**config.mk**
```make
export PLATFORM = sky130hd
export DESIGN_NAME = pt_walker
export DESIGN_NICKNAME = d
export VERILOG_FILES = /design/src/rtl/pt_walker_pkg.sv /design/src/rtl/pt_entry_check.sv /design/src/rtl/pt_addr_form.sv /design/src/rtl/pt_walk_ctrl.sv /design/src/rtl/pt_walker.sv
export SDC_FILE = /design/constraint.sdc
export NUM_CORES = 1
export LEC_CHECK = 0
export BUFFER_PORTS_ARGS = -buffer_cell sky130_fd_sc_hd__buf_4
export CAP_MARGIN = 20
export CORE_ASPECT_RATIO = 0.9
export CORE_MARGIN = 10
export CORE_UTILIZATION = 33
export DETAILED_ROUTE_END_ITERATION = 10
export GPL_TIMING_DRIVEN = 0
export PLACE_DENSITY_LB_ADDON = 0.25
export RECOVER_POWER = 25
export SYNTH_ARGS = -nofsm -noshare
export SYNTH_HDL_FRONTEND = slang
export SYNTH_HIERARCHICAL = 1
export SYNTH_SLANG_ARGS = --single-unit
```
**constraint.sdc**
```tcl
create_clock -name clk -period 4.2 [get_ports clk]
set_input_delay 0.21 -clock clk [delete_from_list [all_inputs] [get_ports clk]]
set_output_delay 0.21 -clock clk [all_outputs]
set_load 0.005 [all_outputs]
```
**src/rtl/pt_walker_pkg.sv**
```systemverilog
package pt_walker_pkg;

  typedef enum logic [1:0] {
    ACC_READ  = 2'd0,
    ACC_WRITE = 2'd1,
    ACC_EXEC  = 2'd2,
    ACC_RSVD  = 2'd3
  } acc_kind_e;

  typedef enum logic [1:0] {
    FLT_NONE    = 2'd0,
    FLT_INVALID = 2'd1,
    FLT_PROT    = 2'd2
  } fault_e;

  typedef enum logic [1:0] {
    WS_IDLE      = 2'd0,
    WS_DIR_WAIT  = 2'd1,
    WS_LEAF_WAIT = 2'd2
  } walk_state_e;

  // flag positions inside an entry
  localparam int FLG_VALID = 0;
  localparam int FLG_RD    = 1;
  localparam int FLG_WR    = 2;
  localparam int FLG_EX    = 3;
  localparam int FLG_W     = 4;

endpackage

```
**src/rtl/pt_entry_check.sv**
```systemverilog
module pt_entry_check
  import pt_walker_pkg::*;
(
  input  logic [FLG_W-1:0] flags,
  input  logic [1:0]       kind,
  output logic [1:0]       fault
);

  logic need_ok;

  always_comb begin
    unique case (acc_kind_e'(kind))
      ACC_READ:  need_ok = flags[FLG_RD];
      ACC_WRITE: need_ok = flags[FLG_WR];
      ACC_EXEC:  need_ok = flags[FLG_EX];
      default:   need_ok = 1'b0;
    endcase
  end

  always_comb begin
    if (!flags[FLG_VALID])  fault = FLT_INVALID;
    else if (!need_ok)      fault = FLT_PROT;
    else                    fault = FLT_NONE;
  end

endmodule

```
**src/rtl/pt_addr_form.sv**
```systemverilog
module pt_addr_form #(
  parameter int VA_W   = 32,
  parameter int PA_W   = 32,
  parameter int OUT_W  = 10,
  parameter int IN_W   = 10,
  parameter int OFF_W  = 12,
  parameter int ENT_LG = 2,
  localparam int FRM_W = PA_W - OFF_W
) (
  input  logic [VA_W-1:0]  new_va,
  input  logic [VA_W-1:0]  held_va,
  input  logic [FRM_W-1:0] root_frame,
  input  logic [FRM_W-1:0] ent_frame,
  output logic [PA_W-1:0]  dir_addr,
  output logic [PA_W-1:0]  leaf_addr,
  output logic [PA_W-1:0]  phys_addr
);

  logic [OUT_W-1:0] out_idx;
  logic [IN_W-1:0]  in_idx;
  logic [OFF_W-1:0] offs;
  logic             va_spare_unused;
  logic             new_va_low_unused;

  assign out_idx = new_va[VA_W-1 -: OUT_W];
  assign in_idx  = held_va[OFF_W+IN_W-1 -: IN_W];
  assign offs    = held_va[OFF_W-1:0];
  assign va_spare_unused   = ^held_va[VA_W-1:OFF_W+IN_W];
  assign new_va_low_unused = ^new_va[VA_W-OUT_W-1:0];

  assign dir_addr  = {root_frame, {OFF_W{1'b0}}} | (PA_W'(out_idx) << ENT_LG);
  assign leaf_addr = {ent_frame,  {OFF_W{1'b0}}} | (PA_W'(in_idx)  << ENT_LG);
  assign phys_addr = {ent_frame, offs};

endmodule

```
**src/rtl/pt_walk_ctrl.sv**
```systemverilog
module pt_walk_ctrl
  import pt_walker_pkg::*;
#(
  parameter int VA_W  = 32,
  parameter int PA_W  = 32,
  parameter int OFF_W = 12
) (
  input  logic            clk,
  input  logic            rst,
  input  logic            req_valid,
  output logic            req_ready,
  input  logic [VA_W-1:0] req_vaddr,
  input  logic [1:0]      req_kind,
  output logic [VA_W-1:0] va_q,
  output logic [1:0]      kind_q,
  input  logic [1:0]      lvl_fault,
  input  logic [PA_W-1:0] dir_addr,
  input  logic [PA_W-1:0] leaf_addr,
  input  logic [PA_W-1:0] phys_addr,
  output logic            mem_req_valid,
  output logic [PA_W-1:0] mem_req_addr,
  input  logic            mem_rsp_valid,
  output logic            rsp_valid,
  output logic [PA_W-1:0] rsp_paddr,
  output logic [1:0]      rsp_fault
);

  walk_state_e state;
  logic        rd_open_q;

  assign req_ready = (state == WS_IDLE);

  always_ff @(posedge clk) begin
    if (rst) begin
      state         <= WS_IDLE;
      va_q          <= '0;
      kind_q        <= '0;
      mem_req_valid <= 1'b0;
      mem_req_addr  <= '0;
      rsp_valid     <= 1'b0;
      rsp_paddr     <= '0;
      rsp_fault     <= FLT_NONE;
    end else begin
      mem_req_valid <= 1'b0;
      rsp_valid     <= 1'b0;
      unique case (state)
        WS_IDLE: begin
          if (req_valid) begin
            va_q          <= req_vaddr;
            kind_q        <= req_kind;
            mem_req_valid <= 1'b1;
            mem_req_addr  <= dir_addr;
            state         <= WS_DIR_WAIT;
          end
        end
        WS_DIR_WAIT: begin
          if (mem_rsp_valid) begin
            if (lvl_fault != FLT_NONE) begin
              rsp_valid <= 1'b1;
              rsp_fault <= lvl_fault;
              rsp_paddr <= '0;
              state     <= WS_IDLE;
            end else begin
              mem_req_valid <= 1'b1;
              mem_req_addr  <= leaf_addr;
              state         <= WS_LEAF_WAIT;
            end
          end
        end
        WS_LEAF_WAIT: begin
          if (mem_rsp_valid) begin
            rsp_valid <= 1'b1;
            rsp_fault <= lvl_fault;
            rsp_paddr <= (lvl_fault == FLT_NONE) ? phys_addr : '0;
            state     <= WS_IDLE;
          end
        end
        default: state <= WS_IDLE;
      endcase
    end
  end

  // tracks a memory read that has been issued and not yet answered
  always_ff @(posedge clk) begin
    if (rst)                rd_open_q <= 1'b0;
    else if (mem_req_valid) rd_open_q <= 1'b1;
    else if (mem_rsp_valid) rd_open_q <= 1'b0;
  end


  single_read_chk: assert property (@(posedge clk) disable iff (rst)
    mem_req_valid |-> !rd_open_q);


  busy_ready_chk: assert property (@(posedge clk) disable iff (rst)
    (req_valid && req_ready) |=> !req_ready);


  rsp_pulse_chk: assert property (@(posedge clk) disable iff (rst)
    rsp_valid |=> !rsp_valid);


  dir_fault_stop_chk: assert property (@(posedge clk) disable iff (rst)
    (state == WS_DIR_WAIT && mem_rsp_valid && lvl_fault != FLT_NONE)
      |=> (rsp_valid && !mem_req_valid));


  fault_zero_addr_chk: assert property (@(posedge clk) disable iff (rst)
    (rsp_valid && rsp_fault != FLT_NONE) |-> (rsp_paddr == '0));


  offset_pass_chk: assert property (@(posedge clk) disable iff (rst)
    (rsp_valid && rsp_fault == FLT_NONE) |-> (rsp_paddr[OFF_W-1:0] == va_q[OFF_W-1:0]));

endmodule

```
**src/rtl/pt_walker.sv**
```systemverilog
module pt_walker
  import pt_walker_pkg::*;
#(
  parameter int PA_W  = 32,
  parameter int OUT_W = 10,
  parameter int IN_W  = 10,
  parameter int OFF_W = 12,
  parameter int PTE_W = 32,
  localparam int VA_W   = OUT_W + IN_W + OFF_W,
  localparam int FRM_W  = PA_W - OFF_W,
  localparam int ENT_LG = $clog2(PTE_W / 8)
) (
  input  logic             clk,
  input  logic             rst,
  input  logic [FRM_W-1:0] root_frame,
  input  logic             req_valid,
  output logic             req_ready,
  input  logic [VA_W-1:0]  req_vaddr,
  input  logic [1:0]       req_kind,
  output logic             rsp_valid,
  output logic [PA_W-1:0]  rsp_paddr,
  output logic [1:0]       rsp_fault,
  output logic             mem_req_valid,
  output logic [PA_W-1:0]  mem_req_addr,
  input  logic             mem_rsp_valid,
  input  logic [PTE_W-1:0] mem_rsp_data
);

  logic [VA_W-1:0]  va_q;
  logic [1:0]       kind_q;
  logic [1:0]       lvl_fault;
  logic [PA_W-1:0]  dir_addr;
  logic [PA_W-1:0]  leaf_addr;
  logic [PA_W-1:0]  phys_addr;
  logic [FRM_W-1:0] ent_frame;
  logic             pte_spare_unused;

  assign ent_frame        = mem_rsp_data[PTE_W-1 -: FRM_W];
  assign pte_spare_unused = ^mem_rsp_data[PTE_W-FRM_W-1:FLG_W];

  pt_entry_check u_check (
    .flags (mem_rsp_data[FLG_W-1:0]),
    .kind  (kind_q),
    .fault (lvl_fault)
  );

  pt_addr_form #(
    .VA_W(VA_W), .PA_W(PA_W), .OUT_W(OUT_W), .IN_W(IN_W),
    .OFF_W(OFF_W), .ENT_LG(ENT_LG)
  ) u_addr (
    .new_va     (req_vaddr),
    .held_va    (va_q),
    .root_frame (root_frame),
    .ent_frame  (ent_frame),
    .dir_addr   (dir_addr),
    .leaf_addr  (leaf_addr),
    .phys_addr  (phys_addr)
  );

  pt_walk_ctrl #(
    .VA_W(VA_W), .PA_W(PA_W), .OFF_W(OFF_W)
  ) u_ctrl (
    .clk           (clk),
    .rst           (rst),
    .req_valid     (req_valid),
    .req_ready     (req_ready),
    .req_vaddr     (req_vaddr),
    .req_kind      (req_kind),
    .va_q          (va_q),
    .kind_q        (kind_q),
    .lvl_fault     (lvl_fault),
    .dir_addr      (dir_addr),
    .leaf_addr     (leaf_addr),
    .phys_addr     (phys_addr),
    .mem_req_valid (mem_req_valid),
    .mem_req_addr  (mem_req_addr),
    .mem_rsp_valid (mem_rsp_valid),
    .rsp_valid     (rsp_valid),
    .rsp_paddr     (rsp_paddr),
    .rsp_fault     (rsp_fault)
  );

endmodule

```
# Yosys cells after proc, flatten, opt, wreduce, memory -nomap -nowiden
# Index checks and enable logic that the tools add are counted.
# W data, S select, Z words.
# word_totals
reg_bits	94
latchBits	0
ramBits	0
rom_bits	0
inputBits	90
out_inout_bits	69
word_cells	58
memories	0
# op_classes
addsub	0
n_mul	0
n_div	0
order_cmp	0
n_eq_ne	9
n_shift	0
muxes	29
n_bitwise	2
reduce_logical	10
# op_table
op	count
$mux W32	7
$pmux W32 S2	2
$or A32 B12 Y32	2
$mux W2	9
$ne A2 B2 Y1 const B	4
$reduce_and A4 Y1	2
$logic_not A2 Y1	3
$mux W1	6
$pmux W2 S3	1
$reduce_bool A2 Y1	3
$eq A2 B1 Y1 const B	2
$eq A2 B2 Y1 const B	2
$pmux W1 S2	2
$pmux W2 S2	1
$pmux W1 S3	1
$reduce_and A3 Y1	1
$ne A2 B1 Y1 const B	1
$reduce_and A2 Y1	1

# Longest topological paths before layout
# logic_depth
depth_word	8
depth_mapped	7
mapped_depth_nobuf	5

# Cells and area by module
# The synthesis kept the hierarchy.
# modules_own_cells
mod	n_inst	cells_per_inst	area_per_inst_um2	seq_area_each_um2
pt_walk_ctrl	1	515	4599.4	2082.0
pt_addr_form	1	97	724.4	0.0
pt_entry_check	1	4	28.8	0.0

# Worst setup path after synthesis
# Ideal clock, no wire load.
# synth_path
kind	reg2reg
startpoint	reg u_ctrl.kind_q[0]
endpoint	reg u_ctrl.mem_req_addr[0]
setup_time_ps	121
t_arrival_ps	1916
required_time_ps	4079
setup_slack_ps	2162
path_stages_with_launch	7
path_buffers	1
synth_period_minus_slack_ps	2038
cell_sequence	dfxtp_1 > mux2i_1 > o221a_1 > or3b_1 > a211o_1 > buf_6 > mux2_4
# synth_between
elab_chain_len	7
word_cells_on_any_way	9
cone_classes	eq/ne: 3; mux: 3; reduce/logical: 3
# synth_rtl
item	line	source
start, declared	pt_walk_ctrl.sv:15	output logic [1:0] kind_q,
start signal, assigned	pt_walk_ctrl.sv:50	kind_q <= req_kind;
$eq A2 B2 Y1 (tied with other cells)	pt_entry_check.sv:12	unique case (acc_kind_e'(kind))
$pmux W1 S3 (*)	pt_entry_check.sv:12	
$mux W2 (*)	pt_entry_check.sv:22	else if (!need_ok) fault = FLT_PROT;
$mux W2 (*)	pt_entry_check.sv:21	if (!flags[FLG_VALID]) fault = FLT_INVALID;
net lvl_fault[1]	pt_walker.sv:31	logic [1:0] lvl_fault;
$reduce_bool A2 Y1 (*)	pt_walk_ctrl.sv:58	if (lvl_fault != FLT_NONE) begin
$ne A2 B2 Y1 (no line) (*)	n/a	
$reduce_and A4 Y1 (no line) (*)	n/a	
end signal, assigned	pt_walk_ctrl.sv:52	mem_req_addr <= dir_addr;
end signal, assigned	pt_walk_ctrl.sv:65	mem_req_addr <= leaf_addr;
end, declared	pt_walk_ctrl.sv:21	output logic [PA_W-1:0] mem_req_addr,
# Mark *: on every way through the listed nets, which the timed path passes. The rest lies on a longest branch.
# A chain may end at the register's enable or synchronous reset.

# Worst setup path in the final report
# layout_path
startpoint	reg u_ctrl.kind_q[0]
endpoint	reg u_ctrl.rsp_paddr[10]
# layout_between
elab_chain_len	8
word_cells_on_any_way	13
cone_classes	eq/ne: 3; mux: 6; reduce/logical: 4
# layout_rtl
item	line	source
$eq A2 B2 Y1 (tied with other cells)	pt_entry_check.sv:12	
$pmux W1 S3 (*)	pt_entry_check.sv:12	
$mux W2 (*)	pt_entry_check.sv:22	
$mux W2 (*)	pt_entry_check.sv:21	
net lvl_fault[1]	pt_walker.sv:31	
$logic_not A2 Y1	pt_walk_ctrl.sv:74	rsp_paddr <= (lvl_fault == FLT_NONE) ? phys_addr : '0;
$mux W32	pt_walk_ctrl.sv:74	
$mux W32	pt_walk_ctrl.sv:71	if (mem_rsp_valid) begin
$pmux W32 S2	pt_walk_ctrl.sv:46	unique case (state)
end signal, assigned	pt_walk_ctrl.sv:74	
end, declared	pt_walk_ctrl.sv:24	output logic [PA_W-1:0] rsp_paddr,
# Mark *: on every way through the listed nets, which the timed path passes. The rest lies on a longest branch. The select of a mux whose other input is x is not followed.

==> impl_metrics.py <==
metrics = {
    "timing": {
        "drv_slew": 0,
        "setup_ws_ps": 1880,
        "timing.fmax_mhz": 431,
        "rsz0062_at_grt": "no",
        "hold_viol_final": 0,
        "min_period_ps": 2320,
        "setup_viol_count_final": 0,
        "worst_pin_slew_ps": 881,
        "max-slew-margin-rel": 0.412,
        "fin_skew_ps": 6.55,
        "fin_tns_setup_ps": 0,
        "period_share": 0.552,
    },
    "global_routing": {
        "grt_util_all_layers": 0.136,
        "grt_max_degree": 16,
        "gr-total-overflow": 0,
        "grt_pass1_wl_mm": 22.2,
        "grt_antenna_before_repair": 0,
        "grt_pass1_vias": 4143,
    },
    "placed_design": {
        "place.gp.congestion": 0.837,
        "io_buffers": 99,
        "place_ws_ps": 1940,
        "hpwl_mm": 11.3,
    },
    "clocking": {
        "ctsRootBufferMaster": "clkbuf_16",
        "cts_made_buffers": 9,
        "clock_latency_ps": 350,
        "ctsHoldBuffers": 0,
        "ctsResizeCount": 0,
        "clock-sinks": 94,
        "post_cts_buffers": 0,
        "htree_levels": 3,
        "cts.clk_slew.worst_paths_ps": 60,
        "cts_tree": "done",
        "cts_buffer_depth": 2,
    },
    "job": {
        "drv_cap": 0,
    },
    "critical_path": {
        "cp-end-kind": "flip-flop",
        "required_ps": 4470,
        "crit_type": "reg2reg",
        "crit_path_max_incr_delay_ps": 760,
        "crit_fanout": 10,
        "cp_slowest_cell": "nor3b_1",
        "crit_chain": "mux2i_1 -> o221a_1 -> nor3b_1 -> clkbuf_1 -> o21ai_1 -> a21oi_1",
        "arrival_ps": 2590,
        "cp-start-kind": "flip-flop",
    },
    "power": {
        "cellPowerDensity_nw_per_um2": 394,
        "peakVddDrop_uv": 239,
        "leakagePower_nw": 2.69,
    },
    "floorplanning": {
        "die_w_um": 150,
        "coreArea_um2": 14800,
        "initial_core_util": 0.339,
        "io_pins": 159,
        "die_y_um": 137,
        "rows": 42,
        "die-area_um2": 20600,
    },
    "yosys": {
        "synth.cell_area_um2": 5030,
        "syn_avg_cell_area_um2": 8.73,
        "yosys_warnings": 6,
        "synth_cells": 576,
    },
    "finish": {
        "drive_gt1_frac": 0.343,
        "diodes": 0,
        "nFillCells": 1551,
        "area_growth_pct": 25.0,
        "layout.nets": 784,
    },
    "routing": {
        "vias": 4010,
        "drt_iter0_drc": 226,
        "wirelength_mm": 14.3,
        "avgViaCountPerCell": 4.50,
        "wl_per_cell_um": 16.0,
        "drtAntennaViolNets": 0,
        "drc": 0,
        "first_pass_iters": 4,
    },
    "min_path": {
        "hp-class": "in2reg",
    },
    "status": {
        "outcome": "complete, no violations",
    },
}
## cell usage in the layout (no fill, tap or decap), drive strengths merged
cell,count
o221a,1
o21ba,1
nand2b,1
clkbuf,86
nor3b,2
inv,4
nand3b,1
mux2,32
a21oi,60
nand2,53
ha,5
o21a,1
nand4b,1
and2,1
a211oi,1
or3b,2
nor2,34
clkinvlp,3
o21ai,38
buf,165
mux2i,33
dfxtp,94
nor3,1
nor2b,33
conb,4
bufinv,1
a31oi,1
a211o,1
nand4,32
clkinv,2
## path summary, 6_finish.rpt
path | from | to | slack, ps | depth (start not counted)
hold / removal | req_vaddr[15] | u_ctrl/va_q[15]$_SDFFE_PP0P_ | 110 | 3
setup / recovery | u_ctrl/kind_q[0]$_SDFFE_PP0P_ | u_ctrl/rsp_paddr[10]$_SDFFE_PP0P_ | 1880 | 6
setup reg to reg | u_ctrl/kind_q[0]$_SDFFE_PP0P_ | u_ctrl/rsp_paddr[10]$_SDFFE_PP0P_ | 1880 | 6
hold reg to reg | u_ctrl/va_q[15]$_SDFFE_PP0P_ | u_ctrl/va_q[15]$_SDFFE_PP0P_ | 460 | 2
## critical path, delay by kind of cell, from the launching register on
family / cells / cell delay (ps)
multiplexers: 1 / 90
AO/OA/AOI/OAI: 3 / 600
buffers and inverters: 1 / 430
AND/OR/NAND/NOR: 1 / 760
flip-flops: 1 / 370
## through the flow
stage                      util  hold WS, ps  power [mW]  cell area [um2]  instances
after floorplan               -          343        1.48             5040        579
after global placement    0.407          445        1.69             6030        876
after detailed placement  0.407          449        1.70             6030        876
after CTS                 0.427         97.3        2.52             6320        892
after global routing      0.424          103        2.61             6280        892
final                     0.424          113        2.48             6280        892
## registers in the layout, indices dropped and copies added (netlist names)
name,count
u_ctrl/mem_req_addr,32
u_ctrl/rsp_paddr,32
u_ctrl/va_q,22
u_ctrl/kind_q,2
u_ctrl/rsp_fault,2
u_ctrl/state,2
u_ctrl/mem_req_valid,1
u_ctrl/rsp_valid,1
## power breakdown
part / internal [mW] / switching [mW]
sequential: 0.971 / 0.0403
combinational: 0.355 / 0.301
clock: 0.459 / 0.348
total: 1.79 / 0.690
## layer usage
layer,global-route usage,vias up,routed length [um]
li1,-,2071,-
met3,0.0439,16,851
met5,0,-,0
met4,0.0351,0,163
met2,0.221,116,6620
met1,0.171,1807,6670
## final cells by class
type	count	area (um2)	area share
Sequential cell	94	1880	0.299
Tap cell	198	248	0.0394
Clock inverter	6	62.6	0.00996
Clock buffer	10	229	0.0364
Buffer	142	920	0.146
Inverter	4	15.0	0.00239
Multi-Input combinational cell	339	2220	0.354
Timing Repair Buffer	99	706	0.112
Note: power is estimated with default switching activity, not from simulation.
